===== src/rtl/pacc_pkg.sv =====
`timescale 1ns/1ps
package pacc_pkg;
  localparam logic [1:0] ADDR_CTRL = 2'd0;
  localparam logic [1:0] ADDR_CNT  = 2'd1;
  localparam logic [1:0] ADDR_STAT = 2'd2;

  localparam int CB_EN      = 0;
  localparam int CB_GATED   = 1;
  localparam int CB_POL     = 2;
  localparam int CB_WRAP_IE = 4;
  localparam int CB_EDGE_IE = 5;

  localparam int SB_WRAP = 0;
  localparam int SB_EDGE = 1;

  typedef struct packed {
    logic edge_ie;
    logic wrap_ie;
    logic pol;
    logic gated;
    logic en;
  } pacc_ctrl_t;
endpackage


===== src/rtl/pacc_insync.sv =====
`timescale 1ns/1ps
module pacc_insync #(
  parameter int STAGES = 2
) (
  input  logic clk,
  input  logic rst_n,
  input  logic d,
  output logic level,
  output logic rise,
  output logic fall
);
  logic [STAGES-1:0] chain;
  logic              prev;

  always_ff @(posedge clk or negedge rst_n) begin
    if (!rst_n) begin
      chain <= '0;
      prev  <= 1'b0;
    end else begin
      chain[0] <= d;
      for (int i = 1; i < STAGES; i++) chain[i] <= chain[i-1];
      prev <= chain[STAGES-1];
    end
  end

  assign level = chain[STAGES-1];
  assign rise  = level & ~prev;
  assign fall  = ~level & prev;
endmodule


===== src/rtl/pacc_divider.sv =====
`timescale 1ns/1ps
module pacc_divider #(
  parameter int PRESCALE = 64
) (
  input  logic clk,
  input  logic rst_n,
  input  logic run,
  output logic tick
);
  localparam int DW = (PRESCALE > 1) ? $clog2(PRESCALE) : 1;

  generate
    if (PRESCALE == 1) begin : g_pass
      logic unused_clk;
      assign unused_clk = clk ^ rst_n;
      assign tick = run;
    end else begin : g_div
      localparam logic [DW-1:0] LAST = DW'(PRESCALE - 1);
      logic [DW-1:0] div_q;
      always_ff @(posedge clk or negedge rst_n) begin
        if (!rst_n)              div_q <= '0;
        else if (!run)           div_q <= '0;
        else if (div_q == LAST)  div_q <= '0;
        else                     div_q <= div_q + 1'b1;
      end
      assign tick = run & (div_q == LAST);
    end
  endgenerate
endmodule


===== src/rtl/pacc_counter.sv =====
`timescale 1ns/1ps
module pacc_counter #(
  parameter int W = 8
) (
  input  logic         clk,
  input  logic         rst_n,
  input  logic         inc,
  input  logic         load,
  input  logic [W-1:0] load_val,
  output logic [W-1:0] count,
  output logic         wrap
);
  localparam logic [W-1:0] ALL_ONES = {W{1'b1}};

  always_ff @(posedge clk or negedge rst_n) begin
    if (!rst_n)    count <= '0;
    else if (load) count <= load_val;
    else if (inc)  count <= count + 1'b1;
  end

  assign wrap = inc & ~load & (count == ALL_ONES);
endmodule


===== src/rtl/pacc_regs.sv =====
`timescale 1ns/1ps
module pacc_regs
  import pacc_pkg::*;
#(
  parameter int W = 8
) (
  input  logic         clk,
  input  logic         rst_n,
  input  logic         wr_en,
  input  logic [1:0]   addr,
  input  logic [W-1:0] wdata,
  input  logic [W-1:0] count,
  input  logic         wrap_set,
  input  logic         edge_set,
  output pacc_ctrl_t   ctrl,
  output logic         cnt_load,
  output logic         wrap_flag,
  output logic         edge_flag,
  output logic [W-1:0] rdata,
  output logic         irq_wrap,
  output logic         irq_edge
);
  logic ctrl_wr, stat_wr;
  logic [W-1:0] ctrl_view, stat_view;

  assign ctrl_wr  = wr_en & (addr == ADDR_CTRL);
  assign stat_wr  = wr_en & (addr == ADDR_STAT);
  assign cnt_load = wr_en & (addr == ADDR_CNT);

  always_ff @(posedge clk or negedge rst_n) begin
    if (!rst_n) begin
      ctrl <= '0;
    end else if (ctrl_wr) begin
      ctrl.en      <= wdata[CB_EN];
      ctrl.gated   <= wdata[CB_GATED];
      ctrl.pol     <= wdata[CB_POL];
      ctrl.wrap_ie <= wdata[CB_WRAP_IE];
      ctrl.edge_ie <= wdata[CB_EDGE_IE];
    end
  end

  always_ff @(posedge clk or negedge rst_n) begin
    if (!rst_n) begin
      wrap_flag <= 1'b0;
      edge_flag <= 1'b0;
    end else begin
      wrap_flag <= wrap_set | (wrap_flag & ~(stat_wr & wdata[SB_WRAP]));
      edge_flag <= edge_set | (edge_flag & ~(stat_wr & wdata[SB_EDGE]));
    end
  end

  always_comb begin
    ctrl_view = '0;
    ctrl_view[CB_EN]      = ctrl.en;
    ctrl_view[CB_GATED]   = ctrl.gated;
    ctrl_view[CB_POL]     = ctrl.pol;
    ctrl_view[CB_WRAP_IE] = ctrl.wrap_ie;
    ctrl_view[CB_EDGE_IE] = ctrl.edge_ie;
    stat_view = '0;
    stat_view[SB_WRAP] = wrap_flag;
    stat_view[SB_EDGE] = edge_flag;
  end

  always_comb begin
    unique case (addr)
      ADDR_CTRL: rdata = ctrl_view;
      ADDR_CNT:  rdata = count;
      ADDR_STAT: rdata = stat_view;
      default:   rdata = '0;
    endcase
  end

  assign irq_wrap = wrap_flag & ctrl.wrap_ie;
  assign irq_edge = edge_flag & ctrl.edge_ie;
endmodule


===== src/rtl/pacc_top.sv =====
`timescale 1ns/1ps
module pacc_top
  import pacc_pkg::*;
#(
  parameter int W           = 8,
  parameter int PRESCALE    = 64,
  parameter int SYNC_STAGES = 2
) (
  input  logic         clk,
  input  logic         rst_n,
  input  logic         pin_in,
  input  logic         wr_en,
  input  logic [1:0]   addr,
  input  logic [W-1:0] wdata,
  output logic [W-1:0] rdata,
  output logic         irq_wrap,
  output logic         irq_edge
);
  pacc_ctrl_t   ctrl;
  logic         lvl, rise, fall;
  logic         sel_edge, trail_edge, gate_active;
  logic         tick, inc, cnt_load, wrap, edge_set;
  logic         wrap_flag, edge_flag;
  logic [W-1:0] count;

  pacc_insync #(.STAGES(SYNC_STAGES)) sync_i (
    .clk(clk), .rst_n(rst_n), .d(pin_in),
    .level(lvl), .rise(rise), .fall(fall)
  );

  assign sel_edge    = ctrl.pol ? fall : rise;
  assign trail_edge  = ctrl.pol ? rise : fall;
  assign gate_active = lvl ^ ctrl.pol;

  pacc_divider #(.PRESCALE(PRESCALE)) div_i (
    .clk(clk), .rst_n(rst_n), .run(ctrl.en & ctrl.gated), .tick(tick)
  );

  assign inc = ctrl.en & (ctrl.gated ? (tick & gate_active) : sel_edge);
  assign edge_set = ctrl.en & (ctrl.gated ? trail_edge : sel_edge);

  pacc_counter #(.W(W)) cnt_i (
    .clk(clk), .rst_n(rst_n), .inc(inc), .load(cnt_load),
    .load_val(wdata), .count(count), .wrap(wrap)
  );

  pacc_regs #(.W(W)) regs_i (
    .clk(clk), .rst_n(rst_n), .wr_en(wr_en), .addr(addr), .wdata(wdata),
    .count(count), .wrap_set(wrap), .edge_set(edge_set), .ctrl(ctrl),
    .cnt_load(cnt_load), .wrap_flag(wrap_flag), .edge_flag(edge_flag),
    .rdata(rdata), .irq_wrap(irq_wrap), .irq_edge(irq_edge)
  );
endmodule


===== config.mk =====
export PLATFORM = sky130hd
export DESIGN_NAME = pacc_top
export DESIGN_NICKNAME = d
export VERILOG_FILES = /design/src/rtl/pacc_pkg.sv /design/src/rtl/pacc_insync.sv /design/src/rtl/pacc_divider.sv /design/src/rtl/pacc_counter.sv /design/src/rtl/pacc_regs.sv /design/src/rtl/pacc_top.sv
export SDC_FILE = /design/constraint.sdc
export NUM_CORES = 1
export LEC_CHECK = 0
export BUFFER_PORTS_ARGS = -buffer_cell sky130_fd_sc_hd__buf_2
export CORE_ASPECT_RATIO = 1.5
export CORE_MARGIN = 2
export CORE_UTILIZATION = 35
export CTS_CLUSTER_DIAMETER = 30
export DETAILED_ROUTE_END_ITERATION = 8
export PLACE_DENSITY = 0.61
export SYNTH_ARGS = -nofsm -noshare
export SYNTH_HDL_FRONTEND = slang
export SYNTH_SLANG_ARGS = --single-unit

===== constraint.sdc =====
create_clock -name clk -period 2.6 [get_ports clk]
set_input_delay 0.65 -clock clk [delete_from_list [all_inputs] [get_ports clk]]
set_output_delay 0.65 -clock clk [all_outputs]
set_load 0.02 [all_outputs]

# After elaboration in Yosys (flattened, before gate mapping)

Index checks and enable logic that the tools add are counted.

Register bits: 24
Input bits: 14
Output and inout port bits: 10
Word-level logic and storage cells: 54

Add/subtract/negate cells: 2
Equality and inequality tests: 4
Multiplexer cells: 9
Bitwise operators: 26
Reduce and logical (&&, ||, !) cells: 2

Operators with widths:

| cell                  | count |
|---|---|
| $pmux W8 S3           | 1 |
| $and A1 B1 Y1         | 18 |
| $mux W8               | 2 |
| $mux W6               | 2 |
| $add A8 B1 Y8 const B | 1 |
| $eq A8 B8 Y1 const B  | 1 |
| $add A6 B1 Y6 const B | 1 |
| $eq A6 B6 Y1 const B  | 1 |
| $not A1 Y1            | 5 |
| $mux W1               | 4 |
| $eq A2 B1 Y1 const B  | 1 |
| $eq A2 B2 Y1 const B  | 1 |
| $logic_not A2 Y1      | 1 |
| $or A1 B1 Y1          | 2 |
| $reduce_bool A2 Y1    | 1 |
| $xor A1 B1 Y1         | 1 |

# Longest topological paths before layout

Gate-level depths: netlist of the first run.

Depth in word-level cells: 8
Depth in mapped cells: 7
Depth with buffers taken out: 6

# Cells and area by module

From an unflattened synthesis of the first run, not the netlist that was laid out.

Cell total of the unflattened synthesis: 130
Area total of the unflattened synthesis: 1327.5 µm²

By module, submodules not included:

| module       | instances | cells an instance | area an instance (µm²) | seq. area each (µm²) |
|---|---|---|---|---|
| pacc_counter | 1         | 51                | 465.4                  | 200.2 |
| pacc_regs    | 1         | 36                | 427.9                  | 175.2 |
| pacc_divider | 1         | 27                | 272.8                  | 150.1 |
| pacc_insync  | 1         | 5                 | 90.1                   | 75.1 |
| pacc_top     | 1         | 11                | 71.3                   | 0.0 |

# Worst setup path after synthesis of the first run

OpenSTA, ideal clock, no wires.

Kind: input to output
Start point: in addr[0]
End point: out rdata[0]
Data arrival time: 1.578 ns
Required time: 1.950 ns
Setup slack: 0.372 ns
Cell stages on the path: 3
Path buffers: 1
Path through: clkbuf_1 mux2i_1 o21ai_0

Cells in the longest elaborated chain, start to end: 2
Elaborated cells on any way between the ends: 4
Those cells by class: eq/ne (2); mux (1); reduce/logical (1)

RTL lines:

| element                              | line            | RTL |
|---|---|---|
| from (decl)                          | pacc_top.sv:13  | `input logic [1:0] addr,` |
| $eq A2 B2 Y1 (tied with other cells) | pacc_regs.sv:65 | `unique case (addr)` |
| $pmux W8 S3 *                        | pacc_regs.sv:65 |  |
| to (decl)                            | pacc_top.sv:15  | `output logic [W-1:0] rdata,` |

Mark *: on every way between the ends. The rest lies on a longest branch, timed or not.

# Worst setup path in the final report of the first run

Start point: in addr[0]
End point: out rdata[1]

The elaborated chain is that of the path after synthesis.

==> run metrics, run 1 <==
core footprint 3649 sq um; Root Buffer clkbuf_8; Post-Syn Area per Cell ~10 sq um; synth warn 0; min-delay worst type register to register; Initial Util between 30% and 40%; vias per inst between 5 and 6; final setup vio count 0; final net count 169; vias in the first global route 1100; Rel. slew slack 63.17%; Clk Latency, worst-skew pair 260 ps; Synth Instances between 100 and 150; CP Launch Type input port; final WL ~2800 um; initial antenna violation count 0; first-pass GRT wire length slightly below 5000 um; max cap viols 0; Crit Path Max Fanout 10; initial DRC count 13; gpl congestion roughly 0.74; Crit Path Class input port to primary output; row cnt 27; Final Hold Violating Endpoints 0; cts hold-fix bufs 0; pins over their slew limit 0; Post-DRT Antenna Nets 0; synth top area cells dfrtp_1 45%, xnor2_1 4.6%, nand2_1 4.5%; TritonCTS buffer count 3; post-cts resize count 0; CTS tree yes; Tot GR Track Use between 15 and 20%; largest net degree at the start of global routing 25; setup TNS 0 ps; Worst Hold Slack between 300 and 400 ps; gr ovfl total 0; Period minus WS final a little over 2000 ps; r2r setup slk 680 ps; clk slew on worst S/H paths roughly 80 ps; Mapped Nets roughly 140; status finished clean; Chip Width 54.24 um; CP endpoint kind primary output; CP required a little under 2000 ps; Lkg Pwr 0.6690 nW; Bufs on Longest Clock Path 2; Die Area ~4300 sq um; Least-Margin Pin Slew roughly 550 ps; total setup buffers inserted after CTS 0; DP HPWL approximately 2200 um; area grow syn2layout 15.77%; period utilisation layout 78.81%; H-tree depth 1; Power Total 1.033 mW; DR pass1 iterations 4; Seq/Total Area, Yosys between 40 and 50%; Synth area leader dfrtp_1; die height 79.36 um; I/O pin total 24; total number of vias 1000; Avg WL per Cell 14.44 um; #FFs+latches synth 24; top cell type's share of synthesized area 45.33%; fmax 0.4880 GHz; layout cells sized above 1 30.92%; count of cell types in the netlist 40; Cell Area, Synth 1325 sq um; maximum vdd drop 0.4076 mV; clk_skew 5.291 ps; DRC Markers 0; clock sink count 24; I/O Buffers 23; fin worst setup slack 550.9 ps; number of inserted diodes 0; Pwr Density ~670 nW/um^2; RSZ-0062 raised after global routing false; Critical Path AT approximately 1400 ps; Post-Place Setup Slack 539.1 ps
[layout make-up]
cell class | instances | area (sq um)
clock buffers | 4 | 55.05
repair buffers | 24 | 122.6
multi-input cells | 100 | 701.9
flip-flops and latches | 24 | 600.6
fillers | 374 | 2115
well taps | 43 | 53.80
[synthesized netlist by cell type (all sizes together)]
cell,count
dfrtp,24
nand2,17
nor2,9
o21ai,9
nand3,8
xnor2,7
and2,6
a21oi,5
mux2,5
mux2i,5
clkbuf,3
xor2,3
a22o,2
a31o,2
and2b,2
and3,2
ha,2
nand2b,2
nand4b,2
nor3b,2
a211oi,1
a21boi,1
and3b,1
buf,1
nor2b,1
o211ai,1
o21bai,1
o22ai,1
o311ai,1
or3,1
or4,1
[worst max-delay path, stage by stage]
cell,delay [ps]
buf_2,220
mux2i_1,100
o21ai_0,220
buf_2,210
[cell families (layout without fill, tap and decap cells)]
| family | Yosys count | after routing | synth area share, % |
|---|---|---|---|
| compound gates | 24 | 24 | 14.26 |
| simple gates | 54 | 54 | 22.19 |
| fa+ha+maj | 2 | 2 | 1.888 |
| flops | 24 | 24 | 45.33 |
| mux | 10 | 10 | 8.026 |
| xor+xnor | 10 | 10 | 6.610 |
| buf+inv | 4 | 28 | 1.700 |
[power by group]
part | internal (mW) | switching (mW) | total [mW]
sequential | 0.436 | 0.0839 | 0.520
combinational | 0.125 | 0.136 | 0.260
clock | 0.135 | 0.118 | 0.253
total | 0.695 | 0.337 | 1.03
[path summary, 6_finish.rpt]
path / startpoint / end / cells past startpoint
worst max-delay path: addr[0] / rdata[1] / 4
worst min-delay path: sync_i.chain[0] / sync_i.chain[1] / 0
worst max register to register: div_i.g_div.div_q[0] / cnt_i.count[7] / 6
worst min register to register: sync_i.chain[0] / sync_i.chain[1] / 0
max in group asynchronous: rst_n / regs_i.ctrl[0] / 1
min in group asynchronous: rst_n / div_i.g_div.div_q[0] / 1
[sequential cells by signal, summed over array words and instances, names as in the netlist]
signal and count:
sync_i.prev 1, sync_i.chain 2, regs_i.wrap_flag 1, regs_i.edge_flag 1, cnt_i.count 8, regs_i.ctrl 5
div_i.g_div.div_q 6
[layout by cell type, fill, tap and decap left out, drive strengths merged, types with 6 or more instances in the layout]
cell and count:
and2 6, buf 24, dfrtp 24, nand2 17, nand3 8, nor2 9
o21ai 9, xnor2 7
[stage by stage]
step / cell area, sq um / utilization [%] / instances
2_1_floorplan: 1325 / - / 128
3_3_place_gp: 1479 / 40.54 / 191
3_5_place_dp: 1479 / 40.54 / 191
4_1_cts: 1534 / 42.04 / 195
5_1_grt: 1534 / 42.04 / 195
6_report: 1534 / 42.04 / 195
[per-layer routing]
layer | global-route usage, % | part of all wire (%) | vias to the layer above
met1 | 18.92 | 44 | 481
li1 | - | - | 496
met2 | 25.66 | 51 | 19
met3 | 1.880 | 3.3 | 4
met5 | 0 | 0 | -
met4 | 6.000 | 1.3 | 0
Note: power is estimated with default switching activity, not from simulation.
==> run 2, diff against run 1 <==
Clock period 2.6 ns to 1.9 ns, I/O delays scaled along.
==> run metrics, run 2 (synthesis gave the netlist of run 1 again) <==
fin cells 204 (+4.6%); I/O pin total 24 (unchanged); fillers 355 (-5.1%); Critical Path AT 1980 ps (+580 ps); number of inserted diodes 0 (unchanged); I/O Buffers 23 (unchanged); Root Buffer clkbuf_8; Bufs on Longest Clock Path 2 (unchanged); Tot GR Track Use 16.05% (+0.84 points); M3 GR Usage 2.820% (+0.94 points); max cap viols 0 (unchanged); CP endpoint kind register; row cnt 27 (unchanged); reg2reg end cnt_i.count[4]; Post-Place Setup Slack -28.96 ps (-568.1 ps); Power Total 1.548 mW (+50%); min-delay worst type input port to async pin; clock sink count 24 (unchanged); initial DRC count 17 (+4); Final Hold Violating Endpoints 0 (unchanged); final WL 2990 um (+6.2%); clk_skew 3.231 ps (-2.060 ps); layer with the highest usage met2; placed insts 195 (+2.1%); gpl congestion 0.7878 (+6.0%); R2R depth 7 (+1); max reg flops 8 (unchanged); dpl cell area 1509 sq um (+2.0%); Top reg by flops cnt_i.count; largest net degree at the start of global routing 25 (unchanged); commonest non-fill, non-tap cell in the layout dfrtp_1; Worst setup endpoint cnt_i.count[4]; met2 global-route usage 25.66% (unchanged); status finished clean; CP Launch Point div_i.g_div.div_q[0]; CTS tree yes; die height 79.36 um (unchanged); Crit Path Class register to register; clk slew on worst S/H paths 90 ps (about the same); Least-Margin Pin Slew 548.6 ps (-3.952 ps); final net count 178 (+5.3%); Initial Util 36.32% (unchanged); total number of vias 1079 (+7.9%); TritonCTS buffer count 3 (unchanged); RSZ-0062 raised after global routing true; layout cells sized above 1 36.65% (+5.7 points); core footprint 3649 sq um (unchanged); fin worst setup slack 72.06 ps (-478.9 ps); period utilisation layout 96.21%; vias per inst 5.289 (+3.1%); Rel. slew slack 63.43% (+0.26 points); most frequent cells in the layout 24 x dfrtp_1, 23 x buf_2, 16 x nand2_1; Die Area 4304 sq um (unchanged); area grow syn2layout 22.95%; Post-DRT Antenna Nets 0 (unchanged); Period minus WS final 1828 ps; Clk Latency, worst-skew pair 270 ps (about the same); maximum vdd drop 0.3792 mV (-7.0%); design area 1629 sq um (+6.2%); Layout Utilization 44.65% (+2.6 points); Avg WL per Cell 14.66 um (+1.5%); initial antenna violation count 0 (unchanged); fmax roughly 0.55 GHz; Crit Path Max Fanout 4 (-6); final setup vio count 0 (unchanged); pins over their slew limit 0 (unchanged); Lkg Pwr 0.7175 nW (+7.3%); DRC Markers 0 (unchanged); Pwr Density 950.4 nW/um^2 (+41%); CP required 2050 ps (+100 ps); CP Launch Type register; GR Util met1 21.75% (+2.8 points); biggest regs cnt_i.count x8, div_i.g_div.div_q x6, regs_i.ctrl x5; DP HPWL 2268 um (+4.1%); first-pass GRT wire length 5306 um (+9.9%); gr ovfl total 0 (unchanged); r2r setup slk 70 ps (-610 ps); H-tree depth 1 (unchanged); DR pass1 iterations 4 (unchanged); reg-to-reg startpoint div_i.g_div.div_q[0]; vias in the first global route 1111 (+1.0%); Chip Width 54.24 um (unchanged)
[run 2: changes by cell type in the layout (fill, tap and decap cells not counted)]
cell,before,now
clkbuf_8,4,3
a21boi_1,1,0
buf_4,1,10
bufinv_16,0,1
ha_1,2,1
a21boi_2,0,1
nand3_2,1,2
nand3_1,7,6
ha_2,0,1
[run 2: cell type report]
cell class,count,area (sq um),share of cell area (%)
tap,43,53.80,3.303
sequential,24,600.6,36.87
timing repair buffer,33,190.2,11.67
multi-input combinational,100,713.2,43.78
clock buffer,3,41.29,2.535
clock inverter,1,30.03,1.843
[run 2: layer usage]
layer | wire, um | share of wire, %
met1 | 1273 | 43
met2 | 1549 | 52
met3 | 117 | 3.9
met4 | 50 | 1.7
met5 | 0 | 0
[run 2: repair_timing]
action / CTS / global route
pin swaps: 4 / 4
buffers inserted: 5 / 0
hold buffers: 0 / 0
cloned: 0 / 0
gates resized for setup: 2 / 1
setup endpoints to repair: 1 / 6
[run 2: worst min path at each step]
stage,from,endpoint,slack (ps),cells past startpoint
6_report,rst_n,div_i.g_div.div_q[5],180,1
5_1_grt,rst_n,div_i.g_div.div_q[3],210,1
4_1_cts,rst_n,div_i.g_div.div_q[3],200,1
3_5_place_dp,sync_i.chain[0],sync_i.chain[1],340,0
3_3_place_gp,sync_i.chain[0],sync_i.chain[1],340,0
2_1_floorplan,rst_n,cnt_i.count[0],180,0
[run 2: power breakdown]
group          internal (mW)  switching (mW)  leakage, nW
clock network          0.282           0.169       0.0357
logic                  0.191           0.205        0.382
registers              0.597           0.104        0.300
total                   1.07           0.478        0.717
[run 2: metrics by stage]
stage | hold WS, ps | setup TNS, ps
floorplan | 179.4 | 0
global placement | 336.6 | 0
detailed placement | 341.2 | -28.96
CTS | 202.6 | -44.95
global route | 208.8 | -22.50
finish | 178.3 | 0
[run 2: critical path: stages (launching register included)]
cell and delay (ps):
dfrtp_1 370, ha_2 190, nand3_2 70, or4_4 540, buf_4 170, a21oi_2 170
xnor2_1 130, o21ai_1 70
==> run 3, diff against run 2 <==
Settings changed: SYNTH_HIERARCHICAL set to 1.
Clock period 1.9 ns to 1.81 ns, I/O delays scaled along.
==> run metrics, run 3 <==
Post-Syn Area per Cell 10.21 sq um (-1.4%); Main synth FF type dfrtp_1; total number of vias 1082 (+0.28%); area grow syn2layout 28.09%; synth top area cells dfrtp_1 45%, mux2i_1 5.3%, mux2_2 4.2%; clk_skew 3.131 ps (-0.09995 ps); Clk Latency, worst-skew pair 270 ps (about the same); r2r setup slk -120 ps (-200 ps); fin worst setup slack -124.1 ps (-196.2 ps); count of cell types in the netlist 38 (-5.0%); Final Hold Violating Endpoints 0 (unchanged); commonest non-fill, non-tap cell in the layout dfrtp_1; failing checks negative setup slack; fmax 0.5170 GHz (-5.5%); period utilisation layout 106.9% (+11 points); crit path cell chain ha_4 > nand3_4 > nor3_4 > nand2_1 > a21oi_2 > o211a_1 > nand4_4 > or4_4 > nand3_2; Mapped Nets 146 (+1.4%); Crit Path Max Fanout 4 (unchanged); Cell Area, Synth 1328 sq um (+0.19%); Synth Instances 130 (+1.6%); Synth area leader dfrtp_1; Top reg by flops cnt_i/count; peak per-stage delay on the critical path 440 ps (-100 ps); Post-DRT Antenna Nets 0 (unchanged); Bufs on Longest Clock Path 2 (unchanged); clk slew on worst S/H paths 80 ps (about the same); status complete, but fails checks; reg-to-reg startpoint div_i/g_div.div_q[1]; count leader, synth dfrtp_1; core footprint 3649 sq um (unchanged); top cell type's share of synthesized area 45.24% (-0.085 points); most frequent cells after synthesis 24 x dfrtp_1, 15 x nand2_1, 8 x nor2_1; R2R depth 9 (+2); Die Area 4312 sq um (+0.19%); I/O pin total 24 (unchanged); vias per inst 5.104 (-3.5%); most frequent cells in the layout 24 x dfrtp_1, 23 x buf_2, 18 x buf_4; Seq/Total Area, Yosys 45.24% (-0.085 points); Period minus WS final 1934 ps (+106.2 ps); clock sink count 24 (unchanged); Rel. slew slack 63.42% (about the same); CTS tree yes; pins over their slew limit 0 (unchanged); #FFs+latches synth 24 (unchanged); synth warn 6 (+6); initial DRC count 15 (-2); final WL 3031 um (+1.4%); min-delay worst type input port to async pin; DP HPWL 2395 um (+5.6%); vias in the first global route 1190 (+7.1%); CP Launch Point div_i/g_div.div_q[1]; Chip Width 54.29 um (about the same); CP required 2020 ps (-30 ps); Critical Path AT 2140 ps (+160 ps); die height 79.43 um (about the same); Least-Margin Pin Slew 548.8 ps (+0.1950 ps); biggest regs cnt_i/count x8, div_i/g_div.div_q x6, regs_i/ctrl x5; H-tree depth 1 (unchanged); TritonCTS buffer count 3 (unchanged); final net count 187 (+5.1%); Power Total 1.582 mW (+2.1%); max cap viols 0 (unchanged); Lkg Pwr 0.7892 nW (+10%); Initial Util 36.39% (+0.069 points); Tot GR Track Use 16.72% (+0.67 points); DR pass1 iterations 4 (unchanged); Post-synth EDFFs 0 (unchanged); first-pass GRT wire length 5313 um (+0.13%); I/O Buffers 23 (unchanged); Crit Path Class register to register; Pwr Density 930.1 nW/um^2 (-2.1%); CP Launch Type register; Post-Place Setup Slack -175.4 ps (-146.5 ps); gr ovfl total 0 (unchanged); Async SR Flop Fraction 100.0% (unchanged); Worst Hold Slack 162.5 ps (-15.81 ps); number of inserted diodes 0 (unchanged); slowest CP cell or4_4; RSZ-0062 raised after global routing true; setup TNS -422.7 ps (-422.7 ps); cts hold-fix bufs 0 (unchanged); max reg flops 8 (unchanged); maximum vdd drop 0.6924 mV (+83%); Root Buffer clkbuf_8; Avg WL per Cell 14.30 um (-2.5%); gpl congestion 0.7307 (-7.2%); layout cells sized above 1 37.87% (+1.2 points); CP endpoint kind register; row cnt 27 (unchanged); initial antenna violation count 0 (unchanged); DRC Markers 0 (unchanged); largest net degree at the start of global routing 25 (unchanged); reg2reg end cnt_i/count[5]; final setup vio count 5 (+5)
run 3: cell count changes in the layout (fill, tap and decap cells not counted), moves of 3 or more:
cell	change
nand3_1	-3
xor2_1	+3
xnor2_1	-5
nand4_1	+3
buf_4	+8
a21oi_1	-3
nor2b_1	+4
inv_1	+3
run 3: logic make-up (layout without fill, tap and decap cells):
logic type      after synthesis  after routing  synth area share, %
compound gates               18             18                9.142
fa+ha+maj                     2              2                1.885
xor+xnor                      8              8                5.278
simple gates                 58             58                24.88
buf+inv                       8             47                4.052
mux                          12             12                9.519
flops                        24             24                45.24
run 3: final cells by class:
| type | count | area [sq um] |
|---|---|---|
| fillers | 366 | 1948 |
| flip-flops and latches | 24 | 600.6 |
| multi-input cells | 98 | 743.2 |
| inverters | 3 | 11.26 |
| clock buffers | 3 | 41.29 |
| well taps | 43 | 53.80 |
| repair buffers | 41 | 250.2 |
run 3: critical path: cells and delay by family, from the launching register on:
family                   cells  cell delay (ps)
adder cells (fa/ha/maj)      1              170
AND/OR/NAND/NOR              6              930
AO/OA/AOI/OAI                2              370
flip-flops                   1              410
run 3: per-layer routing:
metal | vias up | part of all wire, % | global-route usage [%]
met2 | 26 | 58 | 30.00
met5 | - | 0 | 0
li1 | 535 | - | -
met4 | 0 | 1.9 | 7.000
met1 | 515 | 37 | 18.42
met3 | 6 | 3.5 | 2.809
run 3: repair_timing:
| item | CTS | global route |
|---|---|---|
| buffers inserted | 0 | 2 |
| resized for setup | 4 | 6 |
| setup endpoints to repair | 9 | 9 |
| cloned | 0 | 0 |
| pin swaps | 3 | 2 |
run 3: worst max path at each step:
stage,to,slack [ps],cells past startpoint
CTS,cnt_i/count[7],-130,9
detailed placement,cnt_i/count[7],-180,9
finish,cnt_i/count[5],-120,9
global route,cnt_i/count[3],-250,10
global placement,cnt_i/count[4],-100,10
floorplan,cnt_i/count[5],-150,10
run 3: report_power, final:
group          switching (mW)  internal, mW
Sequential              0.143         0.638
Clock                   0.167         0.149
Combinational           0.245         0.239
run 3: stage by stage:
stage                     instance area [sq um]  utilization, %  instances
final                                      1700           46.60        212
after global routing                       1700           46.60        212
after CTS                                  1659           45.47        210
after detailed placement                   1607           44.03        207
after global placement                     1607           44.03        207
after floorplan                            1364               -        130
